===== src/rtl/fle_pkg.sv =====
package fle_pkg;
  typedef enum logic [2:0] {
    FK_NONE = 3'd0,
    FK_SCB  = 3'd1,
    FK_OT   = 3'd2,
    FK_SCG  = 3'd3,
    FK_OL   = 3'd4
  } fault_kind_e;

  localparam logic [1:0] CODE_GOOD = 2'b11;

  function automatic logic [1:0] kind_code(input fault_kind_e k);
    case (k)
      FK_SCB, FK_OT: kind_code = 2'b10;
      FK_OL:         kind_code = 2'b01;
      FK_SCG:        kind_code = 2'b00;
      default:       kind_code = CODE_GOOD;
    endcase
  endfunction
endpackage


===== src/rtl/fle_classify.sv =====
module fle_classify
  import fle_pkg::*;
(
  input  logic        scb_i,
  input  logic        ot_i,
  input  logic        scg_i,
  input  logic        ol_i,
  output fault_kind_e kind_o
);
  // fixed priority when several raw indications coincide
  always_comb begin
    if (ot_i)       kind_o = FK_OT;
    else if (scb_i) kind_o = FK_SCB;
    else if (scg_i) kind_o = FK_SCG;
    else if (ol_i)  kind_o = FK_OL;
    else            kind_o = FK_NONE;
  end
endmodule


===== src/rtl/fle_filter.sv =====
module fle_filter
  import fle_pkg::*;
#(
  parameter int FILT_CYCLES = 4
) (
  input  logic        clk,
  input  logic        rst,
  input  logic        uv_i,
  input  fault_kind_e kind_i,
  output logic        confirm_o
);
  localparam int CW = $clog2(FILT_CYCLES + 1);
  localparam logic [CW-1:0] FULL = CW'(FILT_CYCLES);

  logic [CW-1:0] cnt_q, cnt_nxt;
  fault_kind_e   prev_q;
  logic          active, same;

  assign active  = !uv_i && (kind_i != FK_NONE);
  assign same    = (kind_i == prev_q) && (cnt_q != '0);
  assign cnt_nxt = !same ? CW'(1) : ((cnt_q == FULL) ? FULL : cnt_q + CW'(1));
  assign confirm_o = active && (cnt_nxt == FULL);

  always_ff @(posedge clk) begin
    if (rst || !active) begin
      cnt_q  <= '0;
      prev_q <= FK_NONE;
    end else begin
      cnt_q  <= cnt_nxt;
      prev_q <= kind_i;
    end
  end

  AST_CNT_BOUND: assert property (@(posedge clk) disable iff (rst)
    cnt_q <= FULL) else $error("filter count overflow");

  AST_UV_RESTART: assert property (@(posedge clk) disable iff (rst)
    uv_i |=> (cnt_q == '0)) else $error("filter ran under undervoltage");
endmodule


===== src/rtl/fle_store.sv =====
module fle_store
  import fle_pkg::*;
(
  input  logic        clk,
  input  logic        rst,
  input  logic        clr_i,
  input  logic        confirm_i,
  input  fault_kind_e kind_i,
  input  logic        shdn_en_i,
  output logic [1:0]  code_o,
  output logic        off_o
);
  always_ff @(posedge clk) begin
    if (rst || clr_i) begin
      code_o <= CODE_GOOD;
      off_o  <= 1'b0;
    end else if (confirm_i) begin
      code_o <= kind_code(kind_i);
      if (kind_i == FK_SCB && shdn_en_i) off_o <= 1'b1;
    end
  end

  AST_CODE_HOLD: assert property (@(posedge clk) disable iff (rst)
    (!clr_i && !confirm_i) |=> $stable(code_o)) else $error("code moved");

  AST_OFF_ON_SCB: assert property (@(posedge clk) disable iff (rst)
    $rose(off_o) |-> (code_o == 2'b10)) else $error("off without short");

  AST_CLEAR_CH: assert property (@(posedge clk) disable iff (rst)
    clr_i |=> (code_o == CODE_GOOD && !off_o)) else $error("clear missed");
endmodule


===== src/rtl/fault_latch_enc.sv =====
module fault_latch_enc
  import fle_pkg::*;
#(
  parameter int NUM_CH = 8,
  parameter int FILT_CYCLES = 4,
  parameter logic [NUM_CH-1:0] SCB_SELECTABLE = NUM_CH'(8'hC0)
) (
  input  logic                  clk,
  input  logic                  rst,
  input  logic                  uv_i,
  input  logic                  clr_i,
  input  logic [NUM_CH-1:0]     raw_scb_i,
  input  logic [NUM_CH-1:0]     raw_ot_i,
  input  logic [NUM_CH-1:0]     raw_scg_i,
  input  logic [NUM_CH-1:0]     raw_ol_i,
  input  logic [NUM_CH-1:0]     scb_off_cfg_i,
  output logic [2*NUM_CH-1:0]   diag_o,
  output logic                  ot_any_o,
  output logic                  fault_any_o,
  output logic [NUM_CH-1:0]     chan_off_o
);
  logic [NUM_CH-1:0] confirm_w, ot_hit_w, shdn_en_w;
  fault_kind_e       kind_w [NUM_CH];

  for (genvar g = 0; g < NUM_CH; g++) begin : g_ch
    if (SCB_SELECTABLE[g]) begin : g_sel
      assign shdn_en_w[g] = scb_off_cfg_i[g];
    end else begin : g_fix
      assign shdn_en_w[g] = 1'b1;
    end

    fle_classify u_cls (
      .scb_i (raw_scb_i[g]),
      .ot_i  (raw_ot_i[g]),
      .scg_i (raw_scg_i[g]),
      .ol_i  (raw_ol_i[g]),
      .kind_o(kind_w[g])
    );

    fle_filter #(.FILT_CYCLES(FILT_CYCLES)) u_flt (
      .clk      (clk),
      .rst      (rst),
      .uv_i     (uv_i),
      .kind_i   (kind_w[g]),
      .confirm_o(confirm_w[g])
    );

    fle_store u_sto (
      .clk      (clk),
      .rst      (rst),
      .clr_i    (clr_i),
      .confirm_i(confirm_w[g]),
      .kind_i   (kind_w[g]),
      .shdn_en_i(shdn_en_w[g]),
      .code_o   (diag_o[2*g +: 2]),
      .off_o    (chan_off_o[g])
    );

    assign ot_hit_w[g] = confirm_w[g] && (kind_w[g] == FK_OT);
  end

  always_ff @(posedge clk) begin
    if (rst || clr_i) begin
      ot_any_o    <= 1'b0;
      fault_any_o <= 1'b0;
    end else begin
      ot_any_o    <= ot_any_o | (|ot_hit_w);
      fault_any_o <= fault_any_o | (|confirm_w);
    end
  end

  AST_CLEAR_ALL_GOOD: assert property (@(posedge clk) disable iff (rst)
    clr_i |=> (&diag_o && !fault_any_o && !ot_any_o && chan_off_o == '0))
    else $error("clear incomplete");

  AST_UV_FREEZE: assert property (@(posedge clk) disable iff (rst)
    (uv_i && !clr_i) |=> $stable(diag_o)) else $error("stored under uv");

  AST_ANY_COVERS: assert property (@(posedge clk) disable iff (rst)
    !(&diag_o) |-> fault_any_o) else $error("summary missing");

  AST_OT_IMPLIES_ANY: assert property (@(posedge clk) disable iff (rst)
    ot_any_o |-> fault_any_o) else $error("ot without any");
endmodule


===== config.mk =====
export PLATFORM = sky130hd
export DESIGN_NAME = fault_latch_enc
export DESIGN_NICKNAME = d
export VERILOG_FILES = /design/src/rtl/fle_pkg.sv /design/src/rtl/fle_classify.sv /design/src/rtl/fle_filter.sv /design/src/rtl/fle_store.sv /design/src/rtl/fault_latch_enc.sv
export SDC_FILE = /design/constraint.sdc
export NUM_CORES = 1
export LEC_CHECK = 0
export BUFFER_PORTS_ARGS = -buffer_cell sky130_fd_sc_hd__buf_2
export CORE_MARGIN = 4
export CORE_UTILIZATION = 35
export DETAILED_ROUTE_END_ITERATION = 8
export GPL_ROUTABILITY_DRIVEN = 1
export PLACE_DENSITY = 0.51
export SYNTH_ARGS = -nofsm -noshare
export SYNTH_HDL_FRONTEND = slang
export SYNTH_SLANG_ARGS = --single-unit

===== constraint.sdc =====
create_clock -name clk -period 4.1 [get_ports clk]
set_input_delay 0.205 -clock clk [delete_from_list [all_inputs] [get_ports clk]]
set_output_delay 0.205 -clock clk [all_outputs]
set_load 0.005 [all_outputs]

Word level (Yosys, flattened, before mapping)

Index checks and enable logic that the tools add are counted.

Bits in registers: 74
Input port bits: 44
Word-level logic and storage cells: 242
Output and inout port bits: 26

$add $sub $neg: 8
Multiplexer cells: 56
Bitwise gates (word level): 2
Equality and inequality tests: 56
Reductions and logical operators: 86

Operators by type and width:

| kind                  | count |
|---|---|
| $mux W3               | 48 |
| $eq A3 B3 Y1 const B  | 24 |
| $eq A3 B2 Y1 const B  | 16 |
| $pmux W2 S3           | 8 |
| $reduce_bool A3 Y1    | 16 |
| $logic_and A1 B1 Y1   | 34 |
| $add A3 B1 Y3 const B | 8 |
| $eq A3 B1 Y1 const B  | 8 |
| $eq A3 B3 Y1          | 8 |
| $reduce_and A2 Y1     | 8 |
| $reduce_or A2 Y1      | 8 |
| $reduce_or A8 Y1      | 2 |
| $logic_not A1 Y1      | 9 |
| $logic_or A1 B1 Y1    | 9 |
| $or A1 B1 Y1          | 2 |

Logic depth before layout (Yosys ltp)

Gate-level depths: netlist of the first run.

Word-level depth: 12
Mapped depth: 8
Depth with buffers taken out: 8

Hierarchy

A second synthesis of the first run with hierarchy kept.

Cell total of the unflattened synthesis: 428
Area, all modules: 3847.4 µm²

Modules (own cells, without submodules):

| module                        | cells each | sequential area each (µm²) | times used | area each (µm²) |
|---|---|---|---|---|
| fle_filter                    | 30         | 120.1                      | 8          | 286.5 |
| fle_store (g_ch[0].u_sto ...) | 16         | 60.1                       | 7          | 135.1 |
| fle_classify                  | 5          | 0.0                        | 8          | 35.0 |
| fault_latch_enc               | 20         | 40.0                       | 1          | 191.4 |
| fle_store (g_ch[7].u_sto)     | 16         | 60.1                       | 1          | 137.6 |

Worst setup path after synthesis of the first run

OpenSTA, ideal clock, no wires.

Kind: register -> register
Start point: reg g_ch[6].u_flt.cnt_q[0]
End point: reg g_ch[6].u_sto.off_o
Data required time: 4.042 ns
Stages on the path, launching flop included: 9
Slack: 2.130 ns
Buffers on the path: 0
Period minus slack after synthesis: 1.970 ns
Arrival: 1.912 ns
Setup time: 0.058 ns
Cells stage by stage: dfxtp_1 > inv_1 > ha_1 > nor2b_1 > xnor2_1 > a2111oi_0 > nand3_1 > nor3_1 > o21a_1

Word-level cells in the longest chain between the ends: 6
Elaborated cells on any way between the ends: 9
Classes of those cells: add/sub: 1; eq/ne: 2; mux: 2; reduce/logical: 4

RTL lines:

| item                                           | RTL line                           | source |
|---|---|---|
| start: declaration                             | fle_filter.sv:15                   | `logic [CW-1:0] cnt_q, cnt_nxt;` |
| start signal: assignment                       | fle_filter.sv:29                   | `cnt_q <= cnt_nxt;` |
| $add A3 B1 Y3, or another cell as far along    | fle_filter.sv:21                   | `assign cnt_nxt = !same ? CW'(1) : ((cnt_q == FULL) ? FULL : cnt_q + CW'(1));` |
| $mux W3 or $logic_and A1 B1 Y1 (tied branches) | fle_filter.sv:21, fle_filter.sv:20 |  |
| $mux W3 *                                      | fle_filter.sv:21                   |  |
| $eq A3 B3 Y1 *                                 | fle_filter.sv:22                   | `assign confirm_o = active && (cnt_nxt == FULL);` |
| $logic_and A1 B1 Y1 *                          | fle_filter.sv:22                   |  |
| $reduce_and A2 Y1 (no line) *                  | -                                  |  |
| end signal: assignment                         | fle_store.sv:16                    | `off_o <= 1'b0;` |
| end signal: assignment                         | fle_store.sv:19                    | `if (kind_i == FK_SCB && shdn_en_i) off_o <= 1'b1;` |
| end: declaration                               | fle_store.sv:11                    | `output logic off_o` |

Mark *: on every way between the ends. The rest lies on a longest branch, timed or not.
A chain may end at the register's enable or synchronous reset.

Worst setup path in the final report of the first run

Start point: reg g_ch[2].u_flt.cnt_q[0]
End point: reg g_ch[2].u_sto.off_o

Word-level cells in the longest chain between the ends: 6
Elaborated cells on any way between the ends: 9
Classes of those cells: add/sub: 1; eq/ne: 2; mux: 2; reduce/logical: 4

RTL lines:

| item                                           | RTL line |
|---|---|
| start: declaration                             | fle_filter.sv:15 |
| start signal: assignment                       | fle_filter.sv:29 |
| $add A3 B1 Y3, or another cell as far along    | fle_filter.sv:21 |
| $mux W3 or $logic_and A1 B1 Y1 (tied branches) | fle_filter.sv:21, fle_filter.sv:20 |
| $mux W3 *                                      | fle_filter.sv:21 |
| $eq A3 B3 Y1 *                                 | fle_filter.sv:22 |
| $logic_and A1 B1 Y1 *                          | fle_filter.sv:22 |
| $reduce_and A2 Y1 (no line) *                  | - |
| end signal: assignment                         | fle_store.sv:16 |
| end signal: assignment                         | fle_store.sv:19 |
| end: declaration                               | fle_store.sv:11 |

Marked as above.

==> results of run 1 <==
[worst max-delay path, cell delays in order (launching register included)]
cell and delay [ps]:
dfxtp_1 360, inv_1 70, ha_1 230, nor3b_1 280, o21ai_0 140, a211oi_1 430, nand3_1 270, nor3b_1 390
o21a_1 150
[sequential cells by signal (all words and copies together) (netlist names)]
| signal | count |
|---|---|
| fault_any_o | 1 |
| g_ch.u_flt.cnt_q | 24 |
| g_ch.u_flt.prev_q | 24 |
| g_ch.u_sto.code_o | 16 |
| g_ch.u_sto.off_o | 8 |
| ot_any_o | 1 |
[Yosys cell counts (all sizes together) (2+ instances only)]
| master | count |
|---|---|
| and2 | 3 |
| nor3 | 33 |
| nand2b | 7 |
| nor3b | 6 |
| nand3 | 9 |
| a22oi | 2 |
| clkbuf | 14 |
| inv | 34 |
| buf | 12 |
| o32ai | 2 |
| and3b | 3 |
| o31a | 3 |
| o311ai | 3 |
| o21bai | 2 |
| or4b | 3 |
| nand2 | 30 |
| nand4 | 7 |
| o211a | 2 |
| nor4 | 9 |
| nand3b | 8 |
| o21ai | 18 |
| or3 | 4 |
| nor4b | 5 |
| xnor2 | 6 |
| or4 | 4 |
| dfxtp | 74 |
| nor2 | 46 |
| a32oi | 4 |
| or2 | 4 |
| a21boi | 2 |
| ha | 16 |
| nor2b | 11 |
| a21oi | 18 |
| mux2i | 9 |
| o21a | 10 |
| a2111oi | 4 |
| a211oi | 2 |
| o211ai | 9 |
| and3 | 9 |
| o31ai | 2 |
| xor2 | 5 |
[metal layers]
metal	part of all wire [%]	up-vias
li1	-	1766
met1	48	1583
met2	47	58
met3	4.2	8
met4	1.0	0
met5	0	-
[cells by family (layout without fill, tap and decap cells)]
family | count (synthesis) | after routing | synth area share (%)
AND/OR/NAND/NOR | 203 | 203 | 28.2
AO/OA/AOI/OAI | 92 | 92 | 16.9
flip-flops | 74 | 74 | 38.1
buffers and inverters | 60 | 115 | 6.89
adder cells (fa/ha/maj) | 16 | 16 | 5.15
XOR/XNOR | 11 | 11 | 2.48
multiplexers | 9 | 9 | 2.32
[per-stage QoR]
stage	total power, mW	setup slack, ps	hold slack (ps)	instance area [sq um]
5_1_grt	1.55	1520	121	4460
3_5_place_dp	0.904	1740	448	4260
2_1_floorplan	0.849	2130	284	3890
4_1_cts	1.50	1710	101	4460
6_report	1.47	1730	117	4460
3_3_place_gp	0.901	1700	445	4260
[layout make-up]
type | count | area [sq um]
fill | 1116 | 6380
timing repair buffer | 65 | 330
tap | 140 | 175
sequential | 74 | 1480
multi-input combinational | 331 | 2140
clock buffer | 11 | 151
clock inverter | 5 | 52.6
inverter | 34 | 128
[power by group]
group,switching (mW),total (mW),internal (mW)
clock,0.274,0.585,0.312
sequential,0.00894,0.740,0.731
combinational,0.0902,0.147,0.0565
[worst paths after layout]
path,start,end,slack [ps],cells after the start
worst max register to register,g_ch[2].u_flt.cnt_q[0],g_ch[2].u_sto.off_o,1730,8
worst min-delay path,raw_ot_i[1],g_ch[1].u_flt.prev_q[0],120,2
worst max-delay path,g_ch[2].u_flt.cnt_q[0],g_ch[2].u_sto.off_o,1730,8
worst min register to register,g_ch[6].u_sto.off_o,g_ch[6].u_sto.off_o,460,1
==> flow_metrics.tcl, run 1 <==
set metrics [dict create \
    grt_antenna_before_repair 0 \
    status "completed" \
    final_cell_mix "dfxtp_1 (74), buf_2 (63), nor2_1 (45)" \
    final-setup-viol-count 0 \
    syn_to_final_growth_pct 14.7 \
    die-height_microns 113 \
    setup.worst_path.class "flop to flop" \
    final_nets 575 \
    dp_cells 644 \
    synth-edff-count 0 \
    fmax_mhz 421 \
    tritoncts "yes" \
    cp_max_fo 5 \
    cts_sinks 74 \
    finalCritPeriodShare_pct 57.9 \
    final_common_cell "dfxtp_1" \
    gr-usage-met3_pct 3.13 \
    crit_path_end_kind "flop" \
    clkLatencyLatePin_ps 340 \
    clk_path_buf_depth 2 \
    crit_arrival_ps 2660 \
    core.rowCount 38 \
    start_util_pct 35.9 \
    rsz0062_at_grt "false" \
    route.vias.total 3415 \
    leakage_nw 1.85 \
    synthFlopType "dfxtp_1" \
    place_hpwl_mm 6.88 \
    synth_area_sq_um 3890 \
    yosysTopAreaCell "dfxtp_1" \
    required_ps 4390 \
    coreArea_sq_um 10800 \
    hp-class "input port to flop" \
    post_route_cells_drive_above_1_share_pct 18.3 \
    drtAntennaViolNets 0 \
    final_cells 660 \
    synth.distinct_cells 62 \
    first_global_vias 3238 \
    drt-total-wl_mm 9.24 \
    worst_pin_slew_ps 742 \
    utilization_pct 41.1 \
    slew_headroom_pct 49.3 \
    min_period_ps 2370 \
    cellPowerDensity_nw_per_um2 330 \
    cts-resized-gates 0 \
    grtUsageTotal_pct 14.8 \
    ios 70 \
    finalHoldViolCount 0 \
    place.gp.congestion 0.764 \
    cp-start-kind "flop" \
    gr-usage-met2_pct 24.8 \
    postSynthRegisterBits 74 \
    async_flop_share_pct 0 \
    hold_buffers 0 \
    grt.met1_usage_pct 19.2 \
    finalMaxSlewViolations 0 \
    top_usage_layer "met2" \
    netlist_instances 465 \
    h-tree-depth 3 \
    drc_errors 0 \
    yosysTopAreaCellShare_pct 38.1 \
    syn_nets 525 \
    drt_iter0_markers 233 \
    clock_skew_ps 9.45 \
    vias_per_cell 5.17 \
    port_buffers 63 \
    fin_setup_tns_ps 0 \
    drv_cap 0 \
    overflow 0 \
    path_clk_slew_ps 80 \
    postCtsSetupBuffers 0 \
    num_antenna_cells 0 \
    grt_max_degree 27 \
    synth-warning-count 0 \
    cts.root.buffer_cell "clkbuf_8" \
    peakVddDrop_uv 165 \
    synth_seq_area_share_pct 38.1 \
    routedWlPerCell_microns 14.0 \
    synth_area_leaders "dfxtp_1 (38%), ha_1 (5.1%), nor2_1 (4.4%)" \
    cts_buffers 9 \
    syn_avg_cell_area_sq_um 8.36 \
    first_pass_iters 4 \
    grt_pass1_wl_mm 15.4 \
    die-width_microns 113 \
    dieArea_sq_um 12900 \
]
Power figures use the tool's default switching activity.
==> run 2: changes to the inputs <==
--- a/config.mk
+++ b/config.mk
@@ -5,6 +5,7 @@
 export SDC_FILE = /design/constraint.sdc
 export NUM_CORES = 1
 export LEC_CHECK = 0
+export ABC_AREA = 1
 export BUFFER_PORTS_ARGS = -buffer_cell sky130_fd_sc_hd__buf_2
 export CORE_MARGIN = 4
 export CORE_UTILIZATION = 35
==> constraint.sdc (replaced) <==
create_clock -name clk -period 2.2 [get_ports clk]
set_input_delay 0.11 -clock clk [delete_from_list [all_inputs] [get_ports clk]]
set_output_delay 0.11 -clock clk [all_outputs]
set_load 0.005 [all_outputs]
==> run 2 against run 1 <==
  * Non-clock buffer count shrank 1
  * Combinational power increased by 110%
  * Hold slack got worse by 66 ps
  * Utilization up 2.1 points
  * Maximum frequency grew 45%
  * Sequential power grew 86%
  * Critical path depth is 2 higher
  * First-iteration DRC count is 34% lower
  * Critical endpoint is now fault_any_o
  * Setup slack lost 1200 ps
  * Synthesized cell count grew 28%
  * Critical path type unchanged
==> flow_metrics.tcl, run 2 <==
set metrics [dict create \
    finalHoldViolCount 0 \
    crit_arrival_ps 1890 \
    synth_area_leaders "dfxtp_1 (37%), nand2_1 (14%), inv_1 (9.9%)" \
    clk_path_buf_depth 2 \
    path_depth 10 \
    critPathLaunch "g_ch[4].u_flt.cnt_q[0]" \
    setup.worst_path.class "flop to flop" \
    finalMaxSlewViolations 0 \
    cts-resized-gates 0 \
    place_hpwl_mm 6.92 \
    final_common_cell "nand2_1" \
    fin_setup_tns_ps 0 \
    synth_area_sq_um 4040 \
    dpl_worst_slack_ps 585 \
    synth_seq_area_share_pct 36.7 \
    yosysMostFrequentCell "nand2_1" \
    postSynthRegisterBits 74 \
    p_comb_share_pct 9.3 \
    first_global_vias 3483 \
    synth-warning-count 0 \
    final_nets 718 \
    drt-total-wl_mm 8.88 \
    top_regs "g_ch.u_flt.cnt_q x24, g_ch.u_flt.prev_q x24, g_ch.u_sto.code_o x16" \
    slew_headroom_pct 58.1 \
    path_buf_inv 1 \
    route.vias.total 3666 \
    synth_compound_area_share_pct 8.30 \
    crit_path_end_kind "flop" \
    leakage_nw 2.35 \
    clkLatencyLatePin_ps 330 \
    final_cell_mix "nand2_1 (155), inv_1 (106), dfxtp_1 (74)" \
    cpMostUsedCell "nand2_1" \
    min_period_ps 1630 \
    crit_chain "inv_1, ha_1, nand2_1, a21boi_0, nand2_1, nor2_2, nand3_2, nand2_1, nor2_1, a21oi_1" \
    drt_iter0_markers 153 \
    grt_antenna_before_repair 0 \
    yosysTopAreaCell "dfxtp_1" \
    overflow 0 \
    path_clk_slew_ps 60 \
    drc_errors 0 \
    first_pass_iters 4 \
    required_ps 2460 \
    start_util_pct 36.5 \
    async_flop_share_pct 0 \
    netlist_instances 594 \
    coreArea_sq_um 11100 \
    power_frac_clock_pct 48.8 \
    worst_pin_slew_ps 627 \
    syn_to_final_growth_pct 18.7 \
    status "completed" \
    cp_max_fo 5 \
    drtAntennaViolNets 0 \
    setup_slack_ps 567 \
    yosysTopAreaCellShare_pct 36.7 \
    synth.distinct_cells 34 \
    grt_max_degree 15 \
    design_area_sq_um 4790 \
    cellPowerDensity_nw_per_um2 685 \
    synthFlopType "dfxtp_1" \
    die-width_microns 115 \
    cts_sinks 74 \
    dieArea_sq_um 13300 \
    final-setup-viol-count 0 \
    syn_nets 654 \
    post_route_cells_drive_above_1_share_pct 20.1 \
    synth-edff-count 0 \
    grt_pass1_wl_mm 15.2 \
    critPathTopFamily "simple AND/OR/NAND/NOR gates" \
    synth_common_cells "nand2_1 (155), inv_1 (106), dfxtp_1 (74)" \
    seqPwrFrac_pct 41.9 \
    synth_top_family_by_area "simple AND/OR/NAND/NOR gates" \
    clock_skew_ps 4.60 \
    timing.rr.start "g_ch[4].u_flt.cnt_q[0]" \
    hold_depth 3 \
    place.gp.congestion 0.811 \
    placed_area_sq_um 4460 \
    yosys.area_share.simple_pct 37.1 \
    synthAdderAreaFrac_pct 4.96 \
    grtUsageTotal_pct 14.3 \
    rsz0062_at_grt "false" \
    crit_slowest_cell "dfxtp_1" \
    synth.area.mux_share_pct 0 \
    core.rowCount 38 \
    postCtsSetupBuffers 0 \
    hold_buffers 0 \
    hold_path.startpoint "raw_ol_i[3]" \
    tritoncts "yes" \
    cts_buffers 9 \
    num_antenna_cells 0 \
    slowest_delay_ps 330 \
    reg2regPathDepth 10 \
    die-height_microns 115 \
    ios 70 \
    drv_cap 0 \
    switchingPower_mw 0.766 \
    hp-class "input port to flop" \
    vias_per_cell 4.57 \
    p_int_mw 2.52 \
    cp-start-kind "flop" \
    fmax_mhz 612 \
    peakVddDrop_uv 407 \
    cts.root.buffer_cell "clkbuf_16" \
    synth_xor_area_share_pct 0.434 \
    routedWlPerCell_microns 11.1 \
    syn_avg_cell_area_sq_um 6.80 \
    netSwitchingFraction_pct 23.3 \
    finalCritPeriodShare_pct 74.2 \
    port_buffers 63 \
    h-tree-depth 3 \
]
==> run 2: worst min-delay path, cell delays in order <==
cell and delay, ps:
buf_2 120, nand3_2 70, nor2_1 40
==> run 2: stage by stage <==
| step | power (mW) | hold WS (ps) | utilization, % | cells |
|---|---|---|---|---|
| final | 3.28 | 51.1 | 43.3 | 803 |
| after global routing | 3.44 | 50.4 | 43.3 | 803 |
| after CTS | 3.34 | 38.4 | 43.3 | 803 |
| after detailed placement | 1.71 | 392 | 40.3 | 787 |
| after global placement | 1.71 | 390 | 40.3 | 787 |
| after floorplan | 1.61 | 212 | - | 594 |
==> run 2: worst paths after layout <==
path / slack (ps) / end
worst max-delay path: 570 / fault_any_o
worst min-delay path: 50 / g_ch[3].u_flt.prev_q[2]
worst max register to register: 570 / fault_any_o
worst min register to register: 460 / g_ch[2].u_sto.code_o[0]
==> run 2: cell families after synthesis <==
group           Yosys count
compound gates           57
fa+ha+maj                16
buf+inv                 126
xor+xnor                  2
simple gates            319
flops                    74
==> run 2: power groups by stage <==
stage	Combinational (mW)	Sequential, mW	Clock (mW)
2_1_floorplan	0.204	1.40	0
3_3_place_gp	0.306	1.40	0
3_5_place_dp	0.308	1.41	0
4_1_cts	0.310	1.38	1.65
5_1_grt	0.358	1.38	1.70
6_report	0.307	1.38	1.60
==> run 2: area by class of cell <==
class | count | area [sq um]
clock inverter | 4 | 73.8
inverter | 115 | 432
multi-input combinational | 394 | 2050
clock buffer | 12 | 256
timing repair buffer | 64 | 323
tap | 140 | 175
sequential | 74 | 1480
fill | 1175 | 6280
==> run 2: per-layer routing <==
metal	vias to the layer above	track usage (%)	routed length (microns)	share of wire, %
li1	1970	-	-	-
met1	1622	18.2	4320	49
met3	14	3.81	439	4.9
met4	0	5.79	168	1.9
met5	-	0	0	0
met2	60	22.9	3950	45
==> run 3: changes to the inputs <==
==> constraint.sdc (replaced) <==
create_clock -name clk -period 1.63 [get_ports clk]
set_input_delay 0.0815 -clock clk [delete_from_list [all_inputs] [get_ports clk]]
set_output_delay 0.0815 -clock clk [all_outputs]
set_load 0.005 [all_outputs]
==> run 3 against run 2 <==
  * Combinational power grew 46%
  * Total power is 30% higher
  * Setup slack worse by 440 ps
  * First-iteration DRC count decreased by 36%
  * Highest routed layer unchanged
==> flow_metrics.tcl, run 3 (same netlist as run 2, synthesis figures left out) <==
set metrics [dict create \
    core.rowCount 38 \
    top_regs "g_ch.u_flt.cnt_q x24, g_ch.u_flt.prev_q x24, g_ch.u_sto.code_o x16" \
    drc_errors 0 \
    dpl_worst_slack_ps 54.6 \
    route.vias.total 3661 \
    vias_per_cell 4.52 \
    first_pass_iters 4 \
    grtUsageTotal_pct 14.5 \
    slew_headroom_pct 78.1 \
    design_area_sq_um 4960 \
    drt-total-wl_mm 9.17 \
    clkLatencyLatePin_ps 330 \
    min_period_ps 1500 \
    post_route_cells_drive_above_1_share_pct 24.5 \
    p_comb_share_pct 10.5 \
    start_util_pct 36.5 \
    routedWlPerCell_microns 11.3 \
    drtAntennaViolNets 0 \
    finalCritPeriodShare_pct 92.2 \
    h-tree-depth 3 \
    fmax_mhz 665 \
    crit_path_end_kind "flop" \
    cellPowerDensity_nw_per_um2 862 \
    cp_max_fo 5 \
    final_common_cell "nand2_1" \
    cts_buffers 9 \
    seqPwrFrac_pct 43.5 \
    finalPower_mw 4.28 \
    coreArea_sq_um 11100 \
    final_nets 725 \
    rsz0062_at_grt "true" \
    drt_iter0_markers 98 \
    placed_area_sq_um 4500 \
    port_buffers 63 \
    crit_arrival_ps 1770 \
    worst_pin_slew_ps 328 \
    path_clk_slew_ps 60 \
    cts_sinks 74 \
    final_cell_mix "nand2_1 (154), inv_1 (105), dfxtp_1 (69)" \
    die-width_microns 115 \
    status "completed" \
    place_hpwl_mm 7.25 \
    die-height_microns 115 \
    leakage_nw 2.40 \
    syn_to_final_growth_pct 22.9 \
    grt_max_degree 13 \
    setup.worst_path.class "flop to flop" \
    finalMaxSlewViolations 0 \
    place.gp.congestion 0.796 \
    required_ps 1890 \
    finalHoldViolCount 0 \
    first_global_vias 3532 \
    peakVddDrop_uv 425 \
    dp_cells 792 \
    cts.root.buffer_cell "clkbuf_16" \
    overflow 0 \
    power_frac_clock_pct 46.1 \
    dieArea_sq_um 13300 \
    grt_antenna_before_repair 0 \
    r2r_slack_ps 130 \
    setup_slack_ps 127 \
    ios 70 \
    grt_pass1_wl_mm 15.4 \
    switchingPower_mw 1.05 \
    tritoncts "yes" \
    hp-class "input port to flop" \
    final_cells 810 \
    num_antenna_cells 0 \
    p_int_mw 3.23 \
    cp-start-kind "flop" \
    drv_cap 0 \
    final-setup-viol-count 0 \
    netSwitchingFraction_pct 24.5 \
    clk_path_buf_depth 2 \
    clock_skew_ps 5.30 \
]
[run 3: cell types whose count changed in the layout (fill, tap and decap cells not counted), sizes merged]
cell	delta
buf	+7
clkbuf	+3
clkinv	-1
bufinv	-2
[run 3: path summary, 6_finish.rpt]
check	from	to	cells past startpoint
worst min-delay path	scb_off_cfg_i[7]	g_ch[7].u_sto.off_o	3
worst max register to register	g_ch[2].u_flt.cnt_q[0]	fault_any_o	9
worst min register to register	g_ch[7].u_sto.off_o	g_ch[7].u_sto.off_o	2
worst max-delay path	g_ch[2].u_flt.cnt_q[0]	fault_any_o	9
[run 3: final cells by class]
| type | count | area (sq um) |
|---|---|---|
| clock buffers | 15 | 298 |
| repair buffers | 71 | 375 |
| fillers | 1170 | 6120 |
| flip-flops and latches | 74 | 1490 |
| inverters | 115 | 432 |
| clock inverters | 1 | 5.00 |
| well taps | 140 | 175 |
| multi-input cells | 394 | 2190 |
[run 3: worst max-delay path: stages (launching register included)]
cell and delay [ps]:
dfxtp_1 360, inv_1 60, ha_1 220, nand2_1 90, nand3_2 100, nor2_4 160
nand3_2 150, nand3b_1 120, nor2_1 50, a21oi_1 120
[run 3: power by group through the flow]
stage          registers [mW]  clock network, mW  logic, mW
4_1_cts                  1.86               2.04      0.430
2_1_floorplan            1.89                  0      0.275
3_5_place_dp             1.90                  0      0.428
6_report                 1.86               1.97      0.448
3_3_place_gp             1.90                  0      0.422
5_1_grt                  1.86               2.12      0.512
[run 3: timing repair]
| item | CTS | global route |
|---|---|---|
| buffers inserted | 0 | 2 |
| hold endpoints to repair | 0 | 0 |
| hold buffers | 0 | 0 |
| setup endpoints to repair | 0 | 17 |
| gates resized for setup | 0 | 39 |
[run 3: per-layer routing]
metal / GRT usage, % / part of all wire [%] / vias up
met4: 6.65 / 2.0 / 0
li1: - / - / 1983
met3: 3.13 / 3.9 / 14
met2: 23.5 / 45 / 50
met1: 18.4 / 49 / 1614
met5: 0 / 0 / -
[run 3: stage by stage]
stage / setup TNS, ps / hold slack, ps / util [%]
after floorplan: 0 / 183 / -
after global placement: 0 / 364 / 40.6
after detailed placement: 0 / 363 / 40.6
after CTS: 0 / 5.16 / 43.4
after global routing: -39.1 / 18.8 / 44.8
final: 0 / 17.0 / 44.8
